===== config.mk =====
export PLATFORM = sky130hd
export DESIGN_NAME = udp_frame_tx
export DESIGN_NICKNAME = d
export VERILOG_FILES = /design/src/rtl/udp_tx_pkg.sv /design/src/rtl/udp_tx_seq.sv /design/src/rtl/udp_tx_fields.sv /design/src/rtl/udp_tx_outsel.sv /design/src/rtl/udp_frame_tx.sv
export SDC_FILE = /design/constraint.sdc
export NUM_CORES = 1
export LEC_CHECK = 0
export BUFFER_PORTS_ARGS = -buffer_cell sky130_fd_sc_hd__clkbuf_2
export CAP_MARGIN = 10
export CORE_ASPECT_RATIO = 1.5
export CORE_UTILIZATION = 45
export DETAILED_ROUTE_END_ITERATION = 12
export PLACE_DENSITY = 0.63
export SETUP_SLACK_MARGIN = 0.02
export SLEW_MARGIN = 20
export SYNTH_ARGS = -nofsm -noshare
export SYNTH_HDL_FRONTEND = slang
export SYNTH_SLANG_ARGS = --single-unit

===== constraint.sdc =====
create_clock -name clk -period 3.6 [get_ports clk]
set_input_delay 0.54 -clock clk [delete_from_list [all_inputs] [get_ports clk]]
set_output_delay 0.54 -clock clk [all_outputs]
set_load 0.02 [all_outputs]

===== src/rtl/udp_tx_pkg.sv =====
package udp_tx_pkg;

  localparam int ETH_BYTES  = 14;
  localparam int IP_BYTES   = 20;
  localparam int UDP_BYTES  = 8;
  localparam int HDR_BYTES  = ETH_BYTES + IP_BYTES + UDP_BYTES;

  // byte positions of computed fields (most significant byte)
  localparam int TOTLEN_POS = ETH_BYTES + 2;
  localparam int CSUM_POS   = ETH_BYTES + 10;
  localparam int UDPLEN_POS = ETH_BYTES + IP_BYTES + 4;

  localparam logic [7:0]  IP_VER_IHL = 8'h45;
  localparam logic [7:0]  IP_TOS     = 8'h00;
  localparam logic [7:0]  IP_PROTO   = 8'h11;
  localparam logic [15:0] ETH_TYPE   = 16'h0800;

  typedef enum logic [1:0] {
    SEL_TABLE  = 2'd0,
    SEL_TOTLEN = 2'd1,
    SEL_CSUM   = 2'd2,
    SEL_UDPLEN = 2'd3
  } fld_sel_e;

  function automatic logic [15:0] ones_add(input logic [15:0] a, input logic [15:0] b);
    logic [16:0] s;
    s = {1'b0, a} + {1'b0, b};
    return s[15:0] + {15'd0, s[16]};
  endfunction

  // checksum of the header with a zero-payload total length
  function automatic logic [15:0] base_csum(
    input logic [15:0] ident,
    input logic [15:0] flags,
    input logic [7:0]  ttl,
    input logic [31:0] src_ip,
    input logic [31:0] dst_ip
  );
    logic [15:0] acc;
    acc = {IP_VER_IHL, IP_TOS};
    acc = ones_add(acc, 16'(IP_BYTES + UDP_BYTES));
    acc = ones_add(acc, ident);
    acc = ones_add(acc, flags);
    acc = ones_add(acc, {ttl, IP_PROTO});
    acc = ones_add(acc, src_ip[31:16]);
    acc = ones_add(acc, src_ip[15:0]);
    acc = ones_add(acc, dst_ip[31:16]);
    acc = ones_add(acc, dst_ip[15:0]);
    return ~acc;
  endfunction

endpackage


===== src/rtl/udp_tx_seq.sv =====
module udp_tx_seq
  import udp_tx_pkg::*;
#(
  parameter int LEN_W    = 11,
  parameter int IDX_W    = 12,
  parameter int REQ_LEAD = 2
) (
  input  logic             clk,
  input  logic             rst_n,
  input  logic             start_i,
  input  logic [LEN_W-1:0] len_i,
  output logic             busy_o,
  output logic [IDX_W-1:0] idx_o,
  output logic [LEN_W-1:0] len_o,
  output logic             in_payload_o,
  output logic             sof_n_o,
  output logic             eof_n_o,
  output logic             src_rdy_n_o,
  output logic             data_req_o
);

  localparam logic [IDX_W-1:0] HDR_LAST = IDX_W'(HDR_BYTES - 1);
  localparam logic [IDX_W-1:0] HDR_END  = IDX_W'(HDR_BYTES);
  localparam logic [IDX_W-1:0] REQ_IDX  = IDX_W'(HDR_BYTES - REQ_LEAD);

  logic             busy_q;
  logic [IDX_W-1:0] idx_q;
  logic [IDX_W-1:0] last_q;
  logic [LEN_W-1:0] len_q;
  logic             at_last;

  assign at_last = (idx_q == last_q);

  always_ff @(posedge clk) begin
    if (!rst_n) begin
      busy_q <= 1'b0;
      idx_q  <= '0;
      last_q <= HDR_LAST;
      len_q  <= '0;
    end else if (!busy_q) begin
      idx_q <= '0;
      if (start_i) begin
        busy_q <= 1'b1;
        len_q  <= len_i;
        last_q <= HDR_LAST + IDX_W'(len_i);
      end
    end else if (at_last) begin
      busy_q <= 1'b0;
      idx_q  <= '0;
    end else begin
      idx_q <= idx_q + 1'b1;
    end
  end

  assign busy_o       = busy_q;
  assign idx_o        = idx_q;
  assign len_o        = len_q;
  assign in_payload_o = busy_q && (idx_q >= HDR_END);
  assign sof_n_o      = !(busy_q && (idx_q == '0));
  assign eof_n_o      = !(busy_q && at_last);
  assign src_rdy_n_o  = !busy_q;
  assign data_req_o   = busy_q && (idx_q == REQ_IDX) && (len_q != '0);

endmodule


===== src/rtl/udp_tx_fields.sv =====
module udp_tx_fields
  import udp_tx_pkg::*;
#(
  parameter int          LEN_W     = 11,
  parameter logic [15:0] BASE_CSUM = 16'h0000
) (
  input  logic [LEN_W-1:0] len_i,
  output logic [15:0]      tot_len_o,
  output logic [15:0]      hdr_csum_o,
  output logic [15:0]      udp_len_o
);

  logic [15:0] len_ext;

  assign len_ext    = 16'(len_i);
  assign tot_len_o  = 16'(IP_BYTES + UDP_BYTES) + len_ext;
  assign udp_len_o  = 16'(UDP_BYTES) + len_ext;
  // total length is narrow, so the first word addition never carries
  assign hdr_csum_o = BASE_CSUM - len_ext;

endmodule


===== src/rtl/udp_tx_outsel.sv =====
module udp_tx_outsel
  import udp_tx_pkg::*;
#(
  parameter int                       IDX_W     = 12,
  parameter logic [HDR_BYTES*8-1:0]   HDR_TABLE = '0
) (
  input  logic             busy_i,
  input  logic             in_payload_i,
  input  logic [IDX_W-1:0] idx_i,
  input  logic [7:0]       usr_data_i,
  input  logic [15:0]      tot_len_i,
  input  logic [15:0]      hdr_csum_i,
  input  logic [15:0]      udp_len_i,
  output logic [7:0]       tx_data_o
);

  localparam int POS_W = $clog2(HDR_BYTES);

  logic [7:0]       tbl [HDR_BYTES];
  fld_sel_e         sel;
  logic             hi_byte;
  logic [15:0]      fld;
  logic [7:0]       hdr_byte;
  logic [POS_W-1:0] pos;

  for (genvar g = 0; g < HDR_BYTES; g++) begin : g_tbl
    assign tbl[g] = HDR_TABLE[(HDR_BYTES-1-g)*8 +: 8];
  end

  assign pos = idx_i[POS_W-1:0];

  // override controller: choose the field source by header position
  always_comb begin
    sel     = SEL_TABLE;
    hi_byte = 1'b0;
    if (idx_i == IDX_W'(TOTLEN_POS) || idx_i == IDX_W'(TOTLEN_POS + 1)) begin
      sel     = SEL_TOTLEN;
      hi_byte = (idx_i == IDX_W'(TOTLEN_POS));
    end else if (idx_i == IDX_W'(CSUM_POS) || idx_i == IDX_W'(CSUM_POS + 1)) begin
      sel     = SEL_CSUM;
      hi_byte = (idx_i == IDX_W'(CSUM_POS));
    end else if (idx_i == IDX_W'(UDPLEN_POS) || idx_i == IDX_W'(UDPLEN_POS + 1)) begin
      sel     = SEL_UDPLEN;
      hi_byte = (idx_i == IDX_W'(UDPLEN_POS));
    end
  end

  always_comb begin
    unique case (sel)
      SEL_TOTLEN: fld = tot_len_i;
      SEL_CSUM:   fld = hdr_csum_i;
      SEL_UDPLEN: fld = udp_len_i;
      default:    fld = 16'h0000;
    endcase
  end

  always_comb begin
    if (sel == SEL_TABLE) hdr_byte = tbl[pos];
    else if (hi_byte)     hdr_byte = fld[15:8];
    else                  hdr_byte = fld[7:0];
  end

  always_comb begin
    if (!busy_i)          tx_data_o = 8'h00;
    else if (in_payload_i) tx_data_o = usr_data_i;
    else                  tx_data_o = hdr_byte;
  end

endmodule


===== src/rtl/udp_frame_tx.sv =====
module udp_frame_tx
  import udp_tx_pkg::*;
#(
  parameter int          LEN_W     = 11,
  parameter int          REQ_LEAD  = 2,
  parameter logic [47:0] DST_MAC   = 48'h00_1B_21_3A_4C_5E,
  parameter logic [47:0] SRC_MAC   = 48'h02_00_00_00_00_01,
  parameter logic [31:0] SRC_IP    = 32'hC0A8_010A,
  parameter logic [31:0] DST_IP    = 32'hC0A8_0101,
  parameter logic [15:0] SRC_PORT  = 16'd4660,
  parameter logic [15:0] DST_PORT  = 16'd9000,
  parameter logic [15:0] IP_IDENT  = 16'h0000,
  parameter logic [15:0] IP_FLAGS  = 16'h4000,
  parameter logic [7:0]  IP_TTL    = 8'd64,
  parameter logic [15:0] BASE_CSUM = base_csum(IP_IDENT, IP_FLAGS, IP_TTL, SRC_IP, DST_IP)
) (
  input  logic             clk,
  input  logic             rst_n,
  input  logic             start_i,
  input  logic [LEN_W-1:0] len_i,
  input  logic [7:0]       usr_data_i,
  output logic             data_req_o,
  output logic [7:0]       tx_data_o,
  output logic             sof_n_o,
  output logic             eof_n_o,
  output logic             src_rdy_n_o
);

  localparam int IDX_W = $clog2(HDR_BYTES + (1 << LEN_W));

  localparam logic [HDR_BYTES*8-1:0] HDR_TABLE = {
    DST_MAC, SRC_MAC, ETH_TYPE,
    IP_VER_IHL, IP_TOS, 16'h0000, IP_IDENT, IP_FLAGS,
    IP_TTL, IP_PROTO, 16'h0000, SRC_IP, DST_IP,
    SRC_PORT, DST_PORT, 16'h0000, 16'h0000
  };

  logic             busy;
  logic             in_payload;
  logic [IDX_W-1:0] idx;
  logic [LEN_W-1:0] len_q;
  logic [15:0]      tot_len;
  logic [15:0]      hdr_csum;
  logic [15:0]      udp_len;

  udp_tx_seq #(
    .LEN_W    (LEN_W),
    .IDX_W    (IDX_W),
    .REQ_LEAD (REQ_LEAD)
  ) u_seq (
    .clk          (clk),
    .rst_n        (rst_n),
    .start_i      (start_i),
    .len_i        (len_i),
    .busy_o       (busy),
    .idx_o        (idx),
    .len_o        (len_q),
    .in_payload_o (in_payload),
    .sof_n_o      (sof_n_o),
    .eof_n_o      (eof_n_o),
    .src_rdy_n_o  (src_rdy_n_o),
    .data_req_o   (data_req_o)
  );

  udp_tx_fields #(
    .LEN_W     (LEN_W),
    .BASE_CSUM (BASE_CSUM)
  ) u_fields (
    .len_i      (len_q),
    .tot_len_o  (tot_len),
    .hdr_csum_o (hdr_csum),
    .udp_len_o  (udp_len)
  );

  udp_tx_outsel #(
    .IDX_W     (IDX_W),
    .HDR_TABLE (HDR_TABLE)
  ) u_outsel (
    .busy_i       (busy),
    .in_payload_i (in_payload),
    .idx_i        (idx),
    .usr_data_i   (usr_data_i),
    .tot_len_i    (tot_len),
    .hdr_csum_i   (hdr_csum),
    .udp_len_i    (udp_len),
    .tx_data_o    (tx_data_o)
  );

endmodule


# == Yosys cells after proc, flatten, opt, wreduce, memory -nomap -nowiden ==
# Memories as Yosys holds them, arrays and structs flattened.
# Index checks and enable logic that the tools add are counted.
# op_classes
mux,16
n_eq_ne,11
bitwise,3
order_cmp,2
add_sub_neg,5
reduce_logical,16
# op_table
op,n
== test 12 x 5 -> 1 bit (second input constant),4
two-way mux 8 bit,6
case mux 16 bit (3 select lines),1
== test 12 x 6 -> 1 bit (second input constant),3
subtractor 16 x 11 -> 16 bit (first input constant),1
adder 12 x 1 -> 12 bit (second input constant),1
adder 4 x 11 -> 12 bit (first input constant),1
adder 5 x 11 -> 12 bit (first input constant),1
adder 6 x 11 -> 12 bit (first input constant),1
== test 12 bit,1
greater-or-equal comparator 12 x 6 -> 1 bit (second input constant),1
zero test 12 bit,1
nonzero test 11 bit,1
greater-or-equal comparator 7 bit (second input constant),1
inverter 6 -> 7 bit,1
two-way mux 1 bit,6
two-way mux 2 bit,3
logical AND 1 bit,5
== test 2 bit (second input constant),2
zero test 1 bit,3
logical OR 1 bit,3
OR reduction 3 bit,1
== test 2 x 1 -> 1 bit (second input constant),1
zero test 2 bit,1
other kinds (2),3
# word_totals
inputBits,22
rom_bits,512
memories,1
regBits,36
output_inout_bits,12
wordCells,58
# mem_list
name,depth,width,rd,rd_ports_with_merged_regs,write_ports,line_no,rtl
(name not given),64,8,1,0,0,udp_tx_outsel.sv:58,if (sel == SEL_TABLE) hdr_byte = tbl[pos];

# == Longest topological paths before layout ==
# Gate-level depths: netlist of the first run.
# logic_depth
ltp_word,11
depth_mapped,9
mapped_depth_nobuf,8

# == Modules after synthesis ==
# From an unflattened synthesis of the first run, not the netlist that was laid out.
# hier_totals
cells_unflattened,462
hier_area_um2,3547.2
# modules_own_cells
mod,seq_area_each_um2,instances,cells_per_inst,area_each_um2
udp_tx_seq,720.7,1,210,1736.7
udp_tx_outsel,0.0,1,162,1136.1
udp_tx_fields,0.0,1,90,674.4

# == Least setup slack after synthesis of the first run ==
# Ideal clock, no wire load.
# synth_path
path_type,flip-flop to output port
startpoint,"register u_seq.idx_q[0], in the netlist u_seq.idx_o[0]"
endpoint,output port tx_data_o[3]
t_required_ns,3.060
arrival_time_ns,2.579
n_path_buf,1
setup_slack_ns,0.481
stages_incl_launch_ff,9
cell_sequence,dfxtp_1 -> clkbuf_1 -> inv_1 -> ha_1 -> nor2_1 -> or4_1 -> o32ai_1 -> nor4_1 -> o41ai_1
# synth_between
elab_chain_len,11
word_cells_on_any_way,30
cone_classes,order compare (1); eq/ne (9); mux (13); bitwise (1); reduce/logical (5); memory (1)
# synth_lines
element,line_no,rtl
"start, declared",udp_tx_seq.sv:27,logic [IDX_W-1:0] idx_q;
"start signal, assigned",udp_tx_seq.sv:51,idx_q <= idx_q + 1'b1;
"== test 12 x 6 -> 1 bit, on equally long branches","udp_tx_outsel.sv:42, udp_tx_outsel.sv:44",
logical OR 1 bit,udp_tx_outsel.sv:42,end else if (idx_i == IDX_W'(UDPLEN_POS) || idx_i == IDX_W'(UDPLEN_POS + 1)) begin
two-way mux 2 bit,udp_tx_outsel.sv:42,
two-way mux 2 bit,udp_tx_outsel.sv:39,end else if (idx_i == IDX_W'(CSUM_POS) || idx_i == IDX_W'(CSUM_POS + 1)) begin
two-way mux 2 bit,udp_tx_outsel.sv:36,if (idx_i == IDX_W'(TOTLEN_POS) || idx_i == IDX_W'(TOTLEN_POS + 1)) begin
== test 2 bit / == test 2 x 1 -> 1 bit (equally long branches),udp_tx_outsel.sv:49,unique case (sel)
case mux 16 bit (3 select lines),udp_tx_outsel.sv:49,
two-way mux 8 bit,udp_tx_outsel.sv:59,else if (hi_byte) hdr_byte = fld[15:8];
two-way mux 8 bit,udp_tx_outsel.sv:58,
two-way mux 8 bit (*),udp_tx_outsel.sv:65,else if (in_payload_i) tx_data_o = usr_data_i;
two-way mux 8 bit (*),udp_tx_outsel.sv:64,if (!busy_i) tx_data_o = 8'h00;
"end, declared",udp_frame_tx.sv:23,"output logic [7:0] tx_data_o,"
# Every way passes the cells marked *; elsewhere a longest branch is shown, timed or not. The select of a mux whose other input is x is not followed.

# == Final worst setup path of the first run ==
# layout_path
startpoint,"register u_seq.idx_q[1], in the netlist u_seq.idx_o[1]"
endpoint,output port tx_data_o[3]
# Same word-level chain as after synthesis.

==> summary.txt, run 1 <==
DRC Markers: 0
Die X: 68.8 microns
DP Area: 3230 sq um
Max-slew violation count: 0
Clk slew on worst S/H paths: 70 ps
Clk_lat worst skew: 290 ps
Most frequent cells in the layout: nand2_1, nor2_1, dfxtp_1
Pin count of the biggest net entering global routing: 26
Root Buffer: clkbuf_8
XOR/XNOR Fraction of Synth Area: 9.31%
Synth Area in Simple Gates: 27.0%
Hold_sp: u_seq.last_q[6]
ANT nets after route: 0
Max-slew headroom: 57.4%
Multiplexer share of the synthesized area: 1.45%
Final cycle utilization of the critical path: 94.8%
Bufs on Longest Clock Path: 2
Max Fclk: 0.293 GHz
RSZ-0062 raised after global routing: false
Total of max-cap violations: 0
Critical Path Sink Type: output pin
PwrDens: 280 nW/um^2
First-pass GRT wire length: 14100 microns
Hold Buf Count CTS: 0
Fin Clk Skew: 8.36 ps
Core area: 6490 sq um
CP startpoint: u_seq.idx_o[1]
R2r endpoint: u_seq.busy_o
Post-Synth Adder-Cell Area: 5.82%
Detailed Route Iter0 Violations: 290
Vias in the first global route: 2954
DP Wirelength: 6830 microns
Row count: 36
Mapped Nets: 453
DR vias/cell: 6.11
TritonCTS clock tree: done
Synth Instances: 417
Crit start category: flip-flop
Diodes inserted: 0
Post-synth ARST share: 0%
H-tree levels: 2
P_leak: 1.28 nW
R2R cell count: 5
Fin area: 3330 sq um
Sinks on Clock Net: 36
Worst Path Max Fanout: 12
Seq cells post-synth: 36
Required time of the worst setup path: 3060 ps
DRT Pass-1 Iters: 5
Die Y-Extent: 102 microns
I/O pins: 34
VDD IR max: 0.241 mV
IO buf count: 33
Hold Path Class: reg2reg
GRT overflow: 0
Reg-to-reg startpoint: u_seq.idx_o[2]
Synth warn: 0
Outcome: complete, no violations
Total number of vias: 3153
Total negative slack: 0 ps
Initial Util: 46.4%
Hold Path Stages: 2
Setup Viol. Count Final: 0
Crit Path Category: reg2out
Most common cell after layout, fill and taps aside: nand2_1
Net count, final: 475
Min-Delay Endpoint: u_seq.last_q[6]
Share of cells above drive strength 1: 14.5%
Unique masters post-synth: 63
Main flop type after synthesis: dfxtp_1
Total CTS buffers: 5
WL final: 8730 microns
Initial antenna violation count: 0
Avg WL per Cell: 16.9 microns
Die area: 7030 sq um
Syn Std Cell Area: 3010 sq um
Largest family of logic cells by synthesized area: simple AND/OR/NAND/NOR gates
R2R setup slack: 1560 ps
Sequential area share after synthesis: 23.9%
Avg Inst Size Synth: 7.22 sq um
Complex-gate fraction of the synthesized area: 26.8%
GRT Total Usage: 26.5%
Gpl congestion: 0.962
WP data arrival: 2870 ps
Area Overhead vs Synth: 10.6%
Fin. Hold Viols: 0
Worst-Margin Slew: 638 ps
EDFF count, synth: 0
Final min period: 3410 ps
worst max-delay path, stage by stage (launching register included):
cell	delay, ps
dfxtp_1	450
inv_1	130
ha_1	310
nor2_1	100
or4_1	590
o32ai_1	280
nor4_1	100
o41ai_1	390
clkbuf_2	230
worst max-delay path by stage:
stage / endpoint / cells past startpoint
2_1_floorplan: tx_data_o[3] / 8
3_3_place_gp: tx_data_o[0] / 9
3_5_place_dp: tx_data_o[0] / 9
4_1_cts: tx_data_o[0] / 9
5_1_grt: tx_data_o[0] / 9
6_report: tx_data_o[3] / 8
per-layer routing:
| layer | GRT usage [%] | part of all wire [%] |
|---|---|---|
| met5 | 0 | 0 |
| met4 | 13.8 | 4.2 |
| met3 | 3.57 | 4.8 |
| met2 | 46.0 | 51 |
| met1 | 30.7 | 40 |
power breakdown:
| group | switching, mW | internal [mW] |
|---|---|---|
| sequential | 0.0328 | 0.420 |
| clock | 0.140 | 0.153 |
| combinational | 0.115 | 0.0709 |
| total | 0.288 | 0.644 |
synthesized netlist by cell type (all sizes together), types with 2 or more instances:
| cell type | n | area, sq um |
|---|---|---|
| nand2 | 59 | 221 |
| nor2 | 39 | 156 |
| dfxtp | 36 | 721 |
| a21oi | 34 | 170 |
| xor2 | 23 | 201 |
| o21ai | 21 | 105 |
| clkbuf | 19 | 71.3 |
| nand3 | 18 | 90.1 |
| ha | 14 | 175 |
| inv | 14 | 52.6 |
| o211ai | 12 | 90.1 |
| nor4 | 9 | 68.8 |
| xnor2 | 9 | 78.8 |
| buf | 8 | 38.8 |
| a31oi | 7 | 43.8 |
| and2 | 6 | 37.5 |
| and3 | 6 | 37.5 |
| nand4 | 6 | 37.5 |
| a211oi | 5 | 37.5 |
| a311oi | 5 | 50.0 |
| a22o | 4 | 35.0 |
| nand2b | 4 | 25.0 |
| nor2b | 4 | 25.0 |
| nor3 | 4 | 20.0 |
| o221ai | 4 | 35.0 |
| o31ai | 4 | 30.0 |
| or3 | 4 | 25.0 |
| mux2 | 3 | 33.8 |
| a221oi | 2 | 17.5 |
| a22oi | 2 | 15.0 |
| a31o | 2 | 17.5 |
| a41oi | 2 | 17.5 |
| clkinv | 2 | 7.51 |
| nor3b | 2 | 20.0 |
| o211a | 2 | 20.0 |
| o21bai | 2 | 15.0 |
| o22ai | 2 | 12.5 |
| o32ai | 2 | 17.5 |
| or2 | 2 | 12.5 |
per-stage QoR:
step / hold slack [ps] / power [mW] / utilization (%) / worst slack, ps / instances
floorplan: 444 / 0.580 / - / 481 / 417
global placement: 462 / 0.644 / 49.8 / 529 / 508
detailed placement: 463 / 0.645 / 49.8 / 320 / 508
CTS: 472 / 0.939 / 51.2 / 57.3 / 516
global route: 493 / 0.985 / 51.4 / 36.1 / 516
finish: 470 / 0.932 / 51.4 / 189 / 516
final cells by class:
cell class	count	area (sq um)
tap	76	95.1
sequential	36	722
inverter	16	60.1
clock buffer	6	82.6
timing repair buffer	42	233
clock inverter	2	10.0
multi-input combinational	338	2130
fill	668	3150
flip-flops by register name, summed over array words and instances (netlist names):
name          count
u_seq.idx_o      12
u_seq.last_q     12
u_seq.len_o      11
u_seq.busy_o      1
cells by family after synthesis:
family	count (synthesis)
flops	36
fa+ha+maj	14
simple gates	167
compound gates	121
xor+xnor	32
mux	4
buf+inv	43
timing repair:
item                       4_1_cts  5_1_grt
resized for setup                1        3
setup endpoints to repair        1        3
setup buffers                    0        0
Note: power is estimated with default switching activity, not from simulation.
==> run 2: changes to the inputs <==
--- a/config.mk
+++ b/config.mk
@@ -7,10 +7,12 @@
 export LEC_CHECK = 0
 export BUFFER_PORTS_ARGS = -buffer_cell sky130_fd_sc_hd__clkbuf_2
 export CAP_MARGIN = 10
+export CELL_PAD_IN_SITES_DETAIL_PLACEMENT = 1
+export CELL_PAD_IN_SITES_GLOBAL_PLACEMENT = 2
 export CORE_ASPECT_RATIO = 1.5
-export CORE_UTILIZATION = 45
+export CORE_UTILIZATION = 34
 export DETAILED_ROUTE_END_ITERATION = 12
-export PLACE_DENSITY = 0.63
+export PLACE_DENSITY = 0.8
 export SETUP_SLACK_MARGIN = 0.02
 export SLEW_MARGIN = 20
 export SYNTH_ARGS = -nofsm -noshare
==> run 2 against run 1 <==
Cell area rose by 2.8%; first-iteration DRC count fell by 52%; register-to-register slack got worse by 90 ps; core utilization fell by 11 points; sequential share of layout area fell by 0.59 points; global-route usage fell by 3.1 points; routed wire length rose by 14%; via count fell by 1.6%; non-clock buffer count fell by 1; maximum frequency rose by 0.18%; critical endpoint is now tx_data_o[7].
==> summary.txt, run 2 (synthesis gave the netlist of run 1 again) <==
Row count: 41
Setup bufs post-CTS: 0
Hold Buf Count CTS: 0
Avg WL per Cell: 18.3 microns
Sinks on Clock Net: 36
I/O pins: 34
IO buf count: 33
Initial antenna violation count: 0
Vias in the first global route: 3272
Crit-path cells: inv_1 -> ha_1 -> o21bai_1 -> buf_4 -> or2_1 -> a21oi_1 -> o31ai_1 -> a211o_1 -> o221ai_1 -> clkbuf_2
Max Fclk: 0.294 GHz
Hold Path Stages: 2
Most common cell after layout, fill and taps aside: nand2_1
Dpl ws: 298 ps
Root Buffer: clkbuf_16
Bufs on Longest Clock Path: 2
WL final: 9990 microns
Share of cells above drive strength 1: 14.2%
Hold Path Class: reg2reg
Resize count post-CTS: 1
Reg area: 722 sq um
Multi-input gate area: 2130 sq um
GRT overflow: 0
GRT Total Usage: 23.4%
First-pass GRT wire length: 16700 microns
Diodes inserted: 0
Worst-Margin Slew: 646 ps
ANT nets after route: 0
Setup Viol. Count Final: 0
Pin count of the biggest net entering global routing: 26
Gpl congestion: 0.844
Core area: 8520 sq um
Crit Path Category: reg2out
Worst Path Max Fanout: 12
Required time of the worst setup path: 3060 ps
Total of max-cap violations: 0
Total CTS buffers: 5
Worst stage delay on the critical path: 600 ps
DRT Pass-1 Iters: 5
DR vias/cell: 5.69
WP data arrival: 2860 ps
PwrDens: 317 nW/um^2
DRC Markers: 0
Fin Clk Skew: 3.31 ps
Worst path slowest cell: dfxtp_1
Detailed Route Iter0 Violations: 138
H-tree levels: 2
WP depth: 10
RSZ-0062 raised after global routing: false
Total negative slack: 0 ps
Fin. Hold Viols: 0
Fillers: 1117
Area Overhead vs Synth: 13.8%
DP Wirelength: 7910 microns
Initial Util: 35.4%
P_leak: 1.30 nW
Hold slack: 467 ps
Outcome: complete, no violations
Critical Path Sink Type: output pin
Die area: 9250 sq um
CP delay by family, top: compound AO/OA/AOI/OAI gates
Final cycle utilization of the critical path: 94.6%
Setup slack after layout: 195 ps
Final min period: 3400 ps
Clk_lat worst skew: 280 ps
Die X: 78.8 microns
R2R cell count: 5
VDD IR max: 0.326 mV
Die Y-Extent: 117 microns
Max-slew violation count: 0
Most frequent cells in the layout: nand2_1, nor2_1, dfxtp_1
TritonCTS clock tree: done
Clk slew on worst S/H paths: 50 ps
Net count, final: 474
Total number of vias: 3101
Crit start category: flip-flop
Buf/Inv on CP: 3
Max-slew headroom: 56.8%
run 2: layer usage:
| layer | wire length (microns) | track usage [%] | part of all wire, % | up-vias |
|---|---|---|---|---|
| met5 | 0 | 0 | 0 | - |
| met4 | 340 | 10.9 | 3.4 | 0 |
| met3 | 230 | 2.56 | 2.3 | 20 |
| met2 | 5230 | 43.8 | 52 | 60 |
| met1 | 4190 | 26.3 | 42 | 1482 |
| li1 | - | - | - | 1539 |
run 2: area by class of cell:
cell class | count | share of cell area, %
Sequential cell | 36 | 21.1
Timing Repair Buffer | 41 | 6.57
Tap cell | 107 | 3.91
Multi-Input combinational cell | 338 | 62.2
Clock buffer | 7 | 4.46
Inverter | 16 | 1.75
run 2: report_power, final:
| part | switching [mW] | internal [mW] | total, mW |
|---|---|---|---|
| Clock | 0.153 | 0.290 | 0.443 |
| Sequential | 0.0360 | 0.421 | 0.457 |
| Combinational | 0.117 | 0.0700 | 0.187 |
| Total | 0.306 | 0.781 | 1.09 |
run 2: final timing paths:
kind,startpoint,slack (ps),endpoint
max,u_seq.idx_o[1],200,tx_data_o[7]
min,u_seq.last_q[6],470,u_seq.last_q[6]
max reg2reg,u_seq.idx_o[2],1470,u_seq.busy_o
min reg2reg,u_seq.last_q[6],470,u_seq.last_q[6]
run 2: through the flow:
step | total power, mW | instances | instance area, sq um | util [%]
2_1_floorplan | 0.580 | 417 | 3010 | -
3_3_place_gp | 0.647 | 538 | 3260 | 38.3
3_5_place_dp | 0.652 | 538 | 3260 | 38.3
4_1_cts | 1.10 | 545 | 3410 | 40.1
5_1_grt | 1.15 | 545 | 3430 | 40.2
6_report | 1.09 | 545 | 3430 | 40.2
run 2: worst reg2reg max path, delay by kind of cell, from the launching register on:
kind | cells | cell delay, ps
DFF | 1 | 700
AOI/OAI and AO/OA | 1 | 180
and+or+nand+nor | 3 | 950
xor gates and xnor gates | 1 | 160
